## src/rtl/mbx_pkg.sv

```systemverilog
package mbx_pkg;

    // Per-mailbox handshake state
    typedef enum logic {
        MB_IDLE    = 1'b0,
        MB_PENDING = 1'b1
    } mb_state_e;

endpackage

```

## src/rtl/mbx_addr_decode.sv

```systemverilog
// Word-address decoder shared by both ports: one hit line per register.
module mbx_addr_decode #(
    parameter int N_MB   = 3,
    parameter int ADDR_W = 4
) (
    input  logic [ADDR_W-1:0] addr,
    output logic [N_MB-1:0]   sel_a,
    output logic [N_MB-1:0]   sel_b,
    output logic              sel_stat
);
    localparam int STAT_ADDR = 2 * N_MB;

    for (genvar m = 0; m < N_MB; m++) begin : g_hit
        assign sel_a[m] = (addr == ADDR_W'(2 * m));
        assign sel_b[m] = (addr == ADDR_W'(2 * m + 1));
    end

    assign sel_stat = (addr == ADDR_W'(STAT_ADDR));
endmodule

```

## src/rtl/mbx_slot.sv

```systemverilog
// One mailbox: two data words and the IDLE/PENDING handshake machine.
module mbx_slot
    import mbx_pkg::*;
#(
    parameter int DATA_W = 16
) (
    input  logic              clk,
    input  logic              rst_n,
    input  logic              wr_a,
    input  logic              wr_b,
    input  logic [DATA_W-1:0] wdata,
    input  logic              ack,
    output logic [DATA_W-1:0] word_a,
    output logic [DATA_W-1:0] word_b,
    output logic              pending
);
    mb_state_e state_q, state_d;

    // Next-state logic: POST, ACK, REPOST
    always_comb begin
        state_d = state_q;
        unique case (state_q)
            MB_IDLE: begin
                if (wr_b) state_d = MB_PENDING;          // POST
            end
            MB_PENDING: begin
                if (ack && !wr_b) state_d = MB_IDLE;     // ACK
                // ack && wr_b: REPOST, stay pending
            end
        endcase
    end

    // State register
    always_ff @(posedge clk or negedge rst_n) begin
        if (!rst_n) state_q <= MB_IDLE;
        else        state_q <= state_d;
    end

    // Outputs
    always_comb begin
        pending = (state_q == MB_PENDING);
    end

    // Data words, written by the owning sender only
    always_ff @(posedge clk or negedge rst_n) begin
        if (!rst_n) begin
            word_a <= '0;
            word_b <= '0;
        end else begin
            if (wr_a) word_a <= wdata;
            if (wr_b) word_b <= wdata;
        end
    end
endmodule

```

## src/rtl/mbx_read_port.sv

```systemverilog
// Registered read multiplexer for one port.
module mbx_read_port #(
    parameter int DATA_W = 16,
    parameter int N_MB   = 3
) (
    input  logic                        clk,
    input  logic                        rst_n,
    input  logic                        rd_en,
    input  logic [N_MB-1:0]             sel_a,
    input  logic [N_MB-1:0]             sel_b,
    input  logic                        sel_stat,
    input  logic [N_MB-1:0][DATA_W-1:0] words_a,
    input  logic [N_MB-1:0][DATA_W-1:0] words_b,
    input  logic [N_MB-1:0]             flags,
    output logic [DATA_W-1:0]           rdata
);
    logic [DATA_W-1:0] stat_word;
    logic [DATA_W-1:0] rd_val;

    assign stat_word = {{(DATA_W - N_MB){1'b0}}, flags};

    // Hit lines are mutually exclusive; an address with no hit yields zero
    always_comb begin
        rd_val = sel_stat ? stat_word : '0;
        for (int m = 0; m < N_MB; m++) begin
            if (sel_a[m]) rd_val = rd_val | words_a[m];
            if (sel_b[m]) rd_val = rd_val | words_b[m];
        end
    end

    always_ff @(posedge clk or negedge rst_n) begin
        if (!rst_n)     rdata <= '0;
        else if (rd_en) rdata <= rd_val;
    end
endmodule

```

## src/rtl/mbx_dual_port.sv

```systemverilog
// Dual-port interprocessor mailbox block.
module mbx_dual_port #(
    parameter int DATA_W = 16,
    parameter int N_H2D  = 1,
    parameter int N_D2H  = 2,
    parameter int ADDR_W = 4
) (
    input  logic              clk,
    input  logic              rst_n,
    input  logic              host_cs,
    input  logic              host_we,
    input  logic [ADDR_W-1:0] host_addr,
    input  logic [DATA_W-1:0] host_wdata,
    output logic [DATA_W-1:0] host_rdata,
    input  logic              dsp_cs,
    input  logic              dsp_we,
    input  logic [ADDR_W-1:0] dsp_addr,
    input  logic [DATA_W-1:0] dsp_wdata,
    output logic [DATA_W-1:0] dsp_rdata,
    output logic [N_H2D-1:0]  irq_to_dsp,
    output logic [N_D2H-1:0]  irq_to_host
);
    localparam int N_MB = N_H2D + N_D2H;

    logic [N_MB-1:0] h_sel_a, h_sel_b, d_sel_a, d_sel_b;
    logic            h_sel_stat, d_sel_stat;

    logic [N_MB-1:0]             slot_wr_a, slot_wr_b, slot_ack, slot_pend;
    logic [N_MB-1:0][DATA_W-1:0] slot_wdata, slot_word_a, slot_word_b;

    logic host_wr, host_rd, dsp_wr, dsp_rd;
    assign host_wr = host_cs &  host_we;
    assign host_rd = host_cs & ~host_we;
    assign dsp_wr  = dsp_cs  &  dsp_we;
    assign dsp_rd  = dsp_cs  & ~dsp_we;

    mbx_addr_decode #(.N_MB(N_MB), .ADDR_W(ADDR_W)) i_host_dec (
        .addr(host_addr), .sel_a(h_sel_a), .sel_b(h_sel_b), .sel_stat(h_sel_stat)
    );

    mbx_addr_decode #(.N_MB(N_MB), .ADDR_W(ADDR_W)) i_dsp_dec (
        .addr(dsp_addr), .sel_a(d_sel_a), .sel_b(d_sel_b), .sel_stat(d_sel_stat)
    );

    // Ownership: the sender port writes, the other port acknowledges
    for (genvar m = 0; m < N_MB; m++) begin : g_slot
        if (m < N_H2D) begin : g_h2d
            assign slot_wr_a[m]  = host_wr & h_sel_a[m];
            assign slot_wr_b[m]  = host_wr & h_sel_b[m];
            assign slot_wdata[m] = host_wdata;
            assign slot_ack[m]   = dsp_rd & d_sel_b[m];
        end else begin : g_d2h
            assign slot_wr_a[m]  = dsp_wr & d_sel_a[m];
            assign slot_wr_b[m]  = dsp_wr & d_sel_b[m];
            assign slot_wdata[m] = dsp_wdata;
            assign slot_ack[m]   = host_rd & h_sel_b[m];
        end

        mbx_slot #(.DATA_W(DATA_W)) i_slot (
            .clk    (clk),
            .rst_n  (rst_n),
            .wr_a   (slot_wr_a[m]),
            .wr_b   (slot_wr_b[m]),
            .wdata  (slot_wdata[m]),
            .ack    (slot_ack[m]),
            .word_a (slot_word_a[m]),
            .word_b (slot_word_b[m]),
            .pending(slot_pend[m])
        );
    end

    mbx_read_port #(.DATA_W(DATA_W), .N_MB(N_MB)) i_host_rd (
        .clk(clk), .rst_n(rst_n), .rd_en(host_rd),
        .sel_a(h_sel_a), .sel_b(h_sel_b), .sel_stat(h_sel_stat),
        .words_a(slot_word_a), .words_b(slot_word_b), .flags(slot_pend),
        .rdata(host_rdata)
    );

    mbx_read_port #(.DATA_W(DATA_W), .N_MB(N_MB)) i_dsp_rd (
        .clk(clk), .rst_n(rst_n), .rd_en(dsp_rd),
        .sel_a(d_sel_a), .sel_b(d_sel_b), .sel_stat(d_sel_stat),
        .words_a(slot_word_a), .words_b(slot_word_b), .flags(slot_pend),
        .rdata(dsp_rdata)
    );

    assign irq_to_dsp  = slot_pend[N_H2D-1:0];
    assign irq_to_host = slot_pend[N_MB-1:N_H2D];
endmodule

```

## config.mk

```make
export PLATFORM = sky130hd
export DESIGN_NAME = mbx_dual_port
export DESIGN_NICKNAME = d
export VERILOG_FILES = /design/src/rtl/mbx_pkg.sv /design/src/rtl/mbx_addr_decode.sv /design/src/rtl/mbx_slot.sv /design/src/rtl/mbx_read_port.sv /design/src/rtl/mbx_dual_port.sv
export SDC_FILE = /design/constraint.sdc
export NUM_CORES = 1
export LEC_CHECK = 0
export BUFFER_PORTS_ARGS = -buffer_cell sky130_fd_sc_hd__buf_2
export CAP_MARGIN = 20
export CORE_ASPECT_RATIO = 0.7
export CORE_MARGIN = 2
export CORE_UTILIZATION = 50
export CTS_BUF_LIST = sky130_fd_sc_hd__clkbuf_16
export DETAILED_ROUTE_END_ITERATION = 16
export GPL_ROUTABILITY_DRIVEN = 0
export PLACE_DENSITY = 0.8
export SYNTH_ARGS = -nofsm -noshare
export SYNTH_HDL_FRONTEND = slang
export SYNTH_SLANG_ARGS = --single-unit
```

## constraint.sdc

```tcl
create_clock -name clk -period 1.55 [get_ports clk]
set_clock_uncertainty 0.1 [all_clocks]
set_input_delay 0.31 -clock clk [delete_from_list [all_inputs] [get_ports clk]]
set_output_delay 0.31 -clock clk [all_outputs]
set_load 0.1 [all_outputs]
```

# ---- Yosys cells after proc, flatten, opt, wreduce, memory -nomap -nowiden
# Index checks and enable logic that the tools add are counted.
dict set report word_totals {
  input_bits 46
  register_bits 131
  word_cells 84
}
dict set report classes {
  bitwise_logic 30
  n_reduce_logical 8
  n_mux 23
  eq_ne 12
}
# operator n
set op_table {}
lappend op_table {{$mux W16} 12}
lappend op_table {{$or A16 B16 Y16} 12}
lappend op_table {{$eq A4 B3 Y1 const B} 6}
lappend op_table {{$eq A4 B2 Y1 const B} 4}
lappend op_table {{$and A1 B1 Y1} 13}
lappend op_table {{$eq A4 B1 Y1 const B} 2}
lappend op_table {{$logic_not A4 Y1} 2}
lappend op_table {{$mux W1} 6}
lappend op_table {{$mux W3} 2}
lappend op_table {{$pmux W1 S2} 3}
lappend op_table {{$not A1 Y1} 5}
lappend op_table {{$logic_and A1 B1 Y1} 3}
lappend op_table {{$logic_not A1 Y1} 3}

# ---- Longest topological paths before layout
dict set report logic_depth {
  word_depth 14
  depth_mapped 7
}

# ---- By module
# A second synthesis with hierarchy kept.
dict set report hier_totals {
  cells_unflattened 458
  hier_area_um2 6671.4
}
# mod cells_per_inst seq_area_each_um2 n_inst area_each_um2
set modules_own_cells {}
lappend modules_own_cells {mbx_slot 71 825.8 3 1332.5}
lappend modules_own_cells {mbx_read_port 110 400.4 2 1228.7}
lappend modules_own_cells {mbx_addr_decode 7 0.0 2 70.1}
lappend modules_own_cells {mbx_dual_port 11 0.0 1 76.3}

# ---- Least setup slack after synthesis
# No wires, ideal clock.
dict set report synth_path {
  kind {input port to flip-flop}
  startpoint {input dsp_addr[3]}
  endpoint {register g_slot[1].i_slot.word_b[10]}
  t_arrival_ps 1556
  required_time_ps 1323
  stages 7
  setup_ps 127
  n_path_buf 3
  slack_ps -234
  cell_sequence {buf_4 nor2_8 and3_4 and3_1 buf_6 buf_6 mux2_1}
}
dict set report synth_via {
  elab_chain_len 2
}
# item line_no
set synth_rtl {}
lappend synth_rtl {{start, declared} mbx_dual_port.sv:17} ;# input logic [ADDR_W-1:0] dsp_addr,
lappend synth_rtl {{$eq A4 B2 Y1} mbx_addr_decode.sv:15} ;# assign sel_b[m] = (addr == ADDR_W'(2 * m + 1));
lappend synth_rtl {{$and A1 B1 Y1} mbx_dual_port.sv:54} ;# assign slot_wr_b[m] = dsp_wr & d_sel_b[m];
lappend synth_rtl {{end signal, assigned} mbx_slot.sv:51} ;# if (wr_b) word_b <= wdata;
lappend synth_rtl {{end, declared} mbx_slot.sv:14} ;# output logic [DATA_W-1:0] word_b,
# No other way between the ends.
# A chain may end at the register's enable or synchronous reset.

# ---- Worst setup path in the final report
dict set report layout_path {
  startpoint {register g_slot[1].i_slot.state_q}
  endpoint {output irq_to_host[0]}
}
# item line_no
set layout_rtl {}
lappend layout_rtl {{start, declared} mbx_slot.sv:17} ;# mb_state_e state_q, state_d;
lappend layout_rtl {{start signal, assigned} mbx_slot.sv:36} ;# else state_q <= state_d;
lappend layout_rtl {{end, declared} mbx_dual_port.sv:21} ;# output logic [N_D2H-1:0] irq_to_host
# No word-level cell between the ends.

==> flow_summary.ini <==
[die]
row_count = 34
die_area_um2 = 13840
start_util_pct = 51.59
fp.dieH_um = 99.05
ios = 81
dieWidth_um = 139.8
coreArea_um2 = 12510

[timing]
rsz0062_at_grt = no
period_share_pct = 97.70
final_hold_viol_count = 0
final-setup-viol-count = 0
worst_pin_slew_ns = 0.3992
hold-worst-slack_ns = 0.01649
slew_viol_final = 0
fin_crit_ns = 1.514
max_freq_mhz = 660.4
slew_headroom_pct = 73.33

[setup_path]
cp-endpoint = irq_to_host[0]
r2r-end = i_dsp_rd.rdata[2]$_DFFE_PN0P_
crit_slowest_cell = dfrtp_1
crit_chain = buf_12
crit_cells = 1
max_stage_delay_ns = 0.48
end_kind = primary output
worstSetupStartpointType = register
crit_type = register to primary output
reg2reg_depth = 3
path_buf_inv = 1
critPathTopFamily = flip-flops
crit_start = g_slot[1].i_slot.pending$_DFF_PN0_
r2r_start = g_slot[2].i_slot.word_a[2]$_DFFE_PN0P_
cp.required_ns = 1.14
r2r_slack_ns = 0.12
path_max_fanout = 4
cp.arrival_ns = 1.10

[clocking]
cts_buffers = 17
clockBufferDepth = 2
clk-insertion-delay-late_ns = 0.41
cts_tree = built
root_buffer = clkbuf_16
clkTransAtPathRegs_ns = 0.06
h-tree-depth = 4
clock-sinks = 131

[global_routing]
grt-ovfl-total = 0
first_global_vias = 5768
grt_start_max_net_pins = 73
grt_pass1_wl_um = 31390
antenna_found_initial = 0
track_usage_pct = 29.60

[detailed_routing]
viasPerCell = 6.492
postRouteWirelength_um = 19650
first_iter_violations = 416
wl_per_cell_um = 23.76
remaining_drc_errors = 0
postRouteAntennaNets = 0
firstDrtPassIters = 5
vias = 5369

[yosys]
async_flop_share_pct = 100.0
syn_area_per_cell_um2 = 12.17
synth_nets = 576
netlist-cell-type-count = 43
synth_largest_area_cell = dfrtp_1
synthFlopType = dfrtp_1
ys_top_cells_by_area = dfrtp_1 51%, mux2_1 9.9%, mux2_2 7.3%
netlist_area_um2 = 6452
ys_ff_latch = 131
yosysWarningCount = 0
synth_edf_count = 0
syn_inst = 530
synth_seq_area_share_pct = 50.80
synth_top_area_share_pct = 50.80

[finish]
regArea_um2 = 3279
final_common_cell = dfrtp_1
diodes = 0
mostFrequentLayoutCells = 130 x dfrtp_1, 77 x buf_4, 52 x nor2_1
multi_input_area_um2 = 3037
fill_cells = 891
postLayoutCoreUtil_pct = 67.04
nets = 698
drive_above_1_share_pct = 39.10
synthToLayoutAreaGrowth_pct = 29.94

[worst_hold_path]
hold_path.class = input pin to register

[run]
drv_cap = 0

[power_and_ir_drop]
ir_drop_uv = 1061
p_leak_uw = 0.003852
power_density_nw_per_um2 = 1330

[outcome]
outcome = finished, final reports clean

[placement]
numPortBuffers = 80
dpl.hpwl_um = 13260
metrics by stage:
step                cell area (µm²)  cells  setup TNS [ns]  power [µW]  worst slack (ns)
global route                   8384    827               0       11550          0.004611
CTS                            8377    827               0       11130           0.01824
detailed placement             7740    794          -20.80        7279           -0.2666
finish                         8384    827               0       11150           0.03569
floorplan                      6696    530          -5.446        6414           -0.1869
global placement               7740    794          -18.27        7131           -0.2132
routing by layer:
metal	share of wire, %	GRT usage [%]	up-vias
met3	9.4	7.386	55
met5	0	0	-
met4	2.5	12.38	0
met2	46	46.53	327
li1	-	-	2266
met1	42	39.59	2721
cells by family after synthesis:
family                 after synthesis  synth area share [%]
AOI/OAI and AO/OA                  122                 15.34
and+or+nand+nor                    118                 9.637
buffers and inverters               45                 4.615
muxes                              114                 19.60
DFF                                131                 50.80
repair_timing:
| item | 4_1_cts | 5_1_grt |
|---|---|---|
| hold buffers | 1 | 0 |
| resized for setup | 29 | 2 |
| setup buffers | 0 | 0 |
| hold endpoints to repair | 131 | 0 |
| endpoints found under the setup margin | 29 | 2 |
where the power goes:
part	switching, µW	internal, µW
combinational	1670	1080
clock	1480	2320
sequential	561	4040
sequential cells by signal (all words and copies together), names as in the netlist:
signal / cells
g_slot.i_slot.word_a: 48
g_slot.i_slot.pending: 3
i_host_rd.rdata: 16
i_dsp_rd.rdata: 16
g_slot.i_slot.word_b: 48
synth_stat cells, types with 2 or more instances:
cell / count
dfrtp_1: 131
mux2_1: 57
nor2_1: 53
a22o_1: 49
mux2_2: 42
a31oi_1: 32
nand2_1: 31
a222oi_1: 16
mux2i_1: 15
a221oi_1: 12
buf_2: 12
clkbuf_1: 11
buf_4: 10
buf_6: 10
nor2b_1: 9
a22oi_1: 4
a21oi_1: 3
and3_1: 3
nand4_4: 3
a21o_1: 2
and2_1: 2
nand3_1: 2
area by class of cell:
class,instances,area share (%)
sequential,131,39.11
multi-input combinational,354,36.22
timing repair buffer,148,15.64
clock buffer,17,5.074
tap,162,2.418
clock inverter,15,1.537
worst min path at each step:
stage | startpoint | end | slack [ns] | cells after the start
6_report | host_wdata[8] | g_slot[0].i_slot.word_a[8]$_DFFE_PN0P_ | 0.02 | 2
5_1_grt | host_wdata[8] | g_slot[0].i_slot.word_a[8]$_DFFE_PN0P_ | 0.01 | 2
2_1_floorplan | rst_n | g_slot[0].i_slot.pending$_DFF_PN0_ | -0.09 | 0
3_3_place_gp | rst_n | i_host_rd.rdata[1]$_DFFE_PN0P_ | 0.25 | 2
4_1_cts | host_wdata[8] | g_slot[0].i_slot.word_a[8]$_DFFE_PN0P_ | 0.01 | 2
3_5_place_dp | rst_n | g_slot[1].i_slot.word_b[14]$_DFFE_PN0P_ | 0.26 | 2
Power figures use the tool's default switching activity.
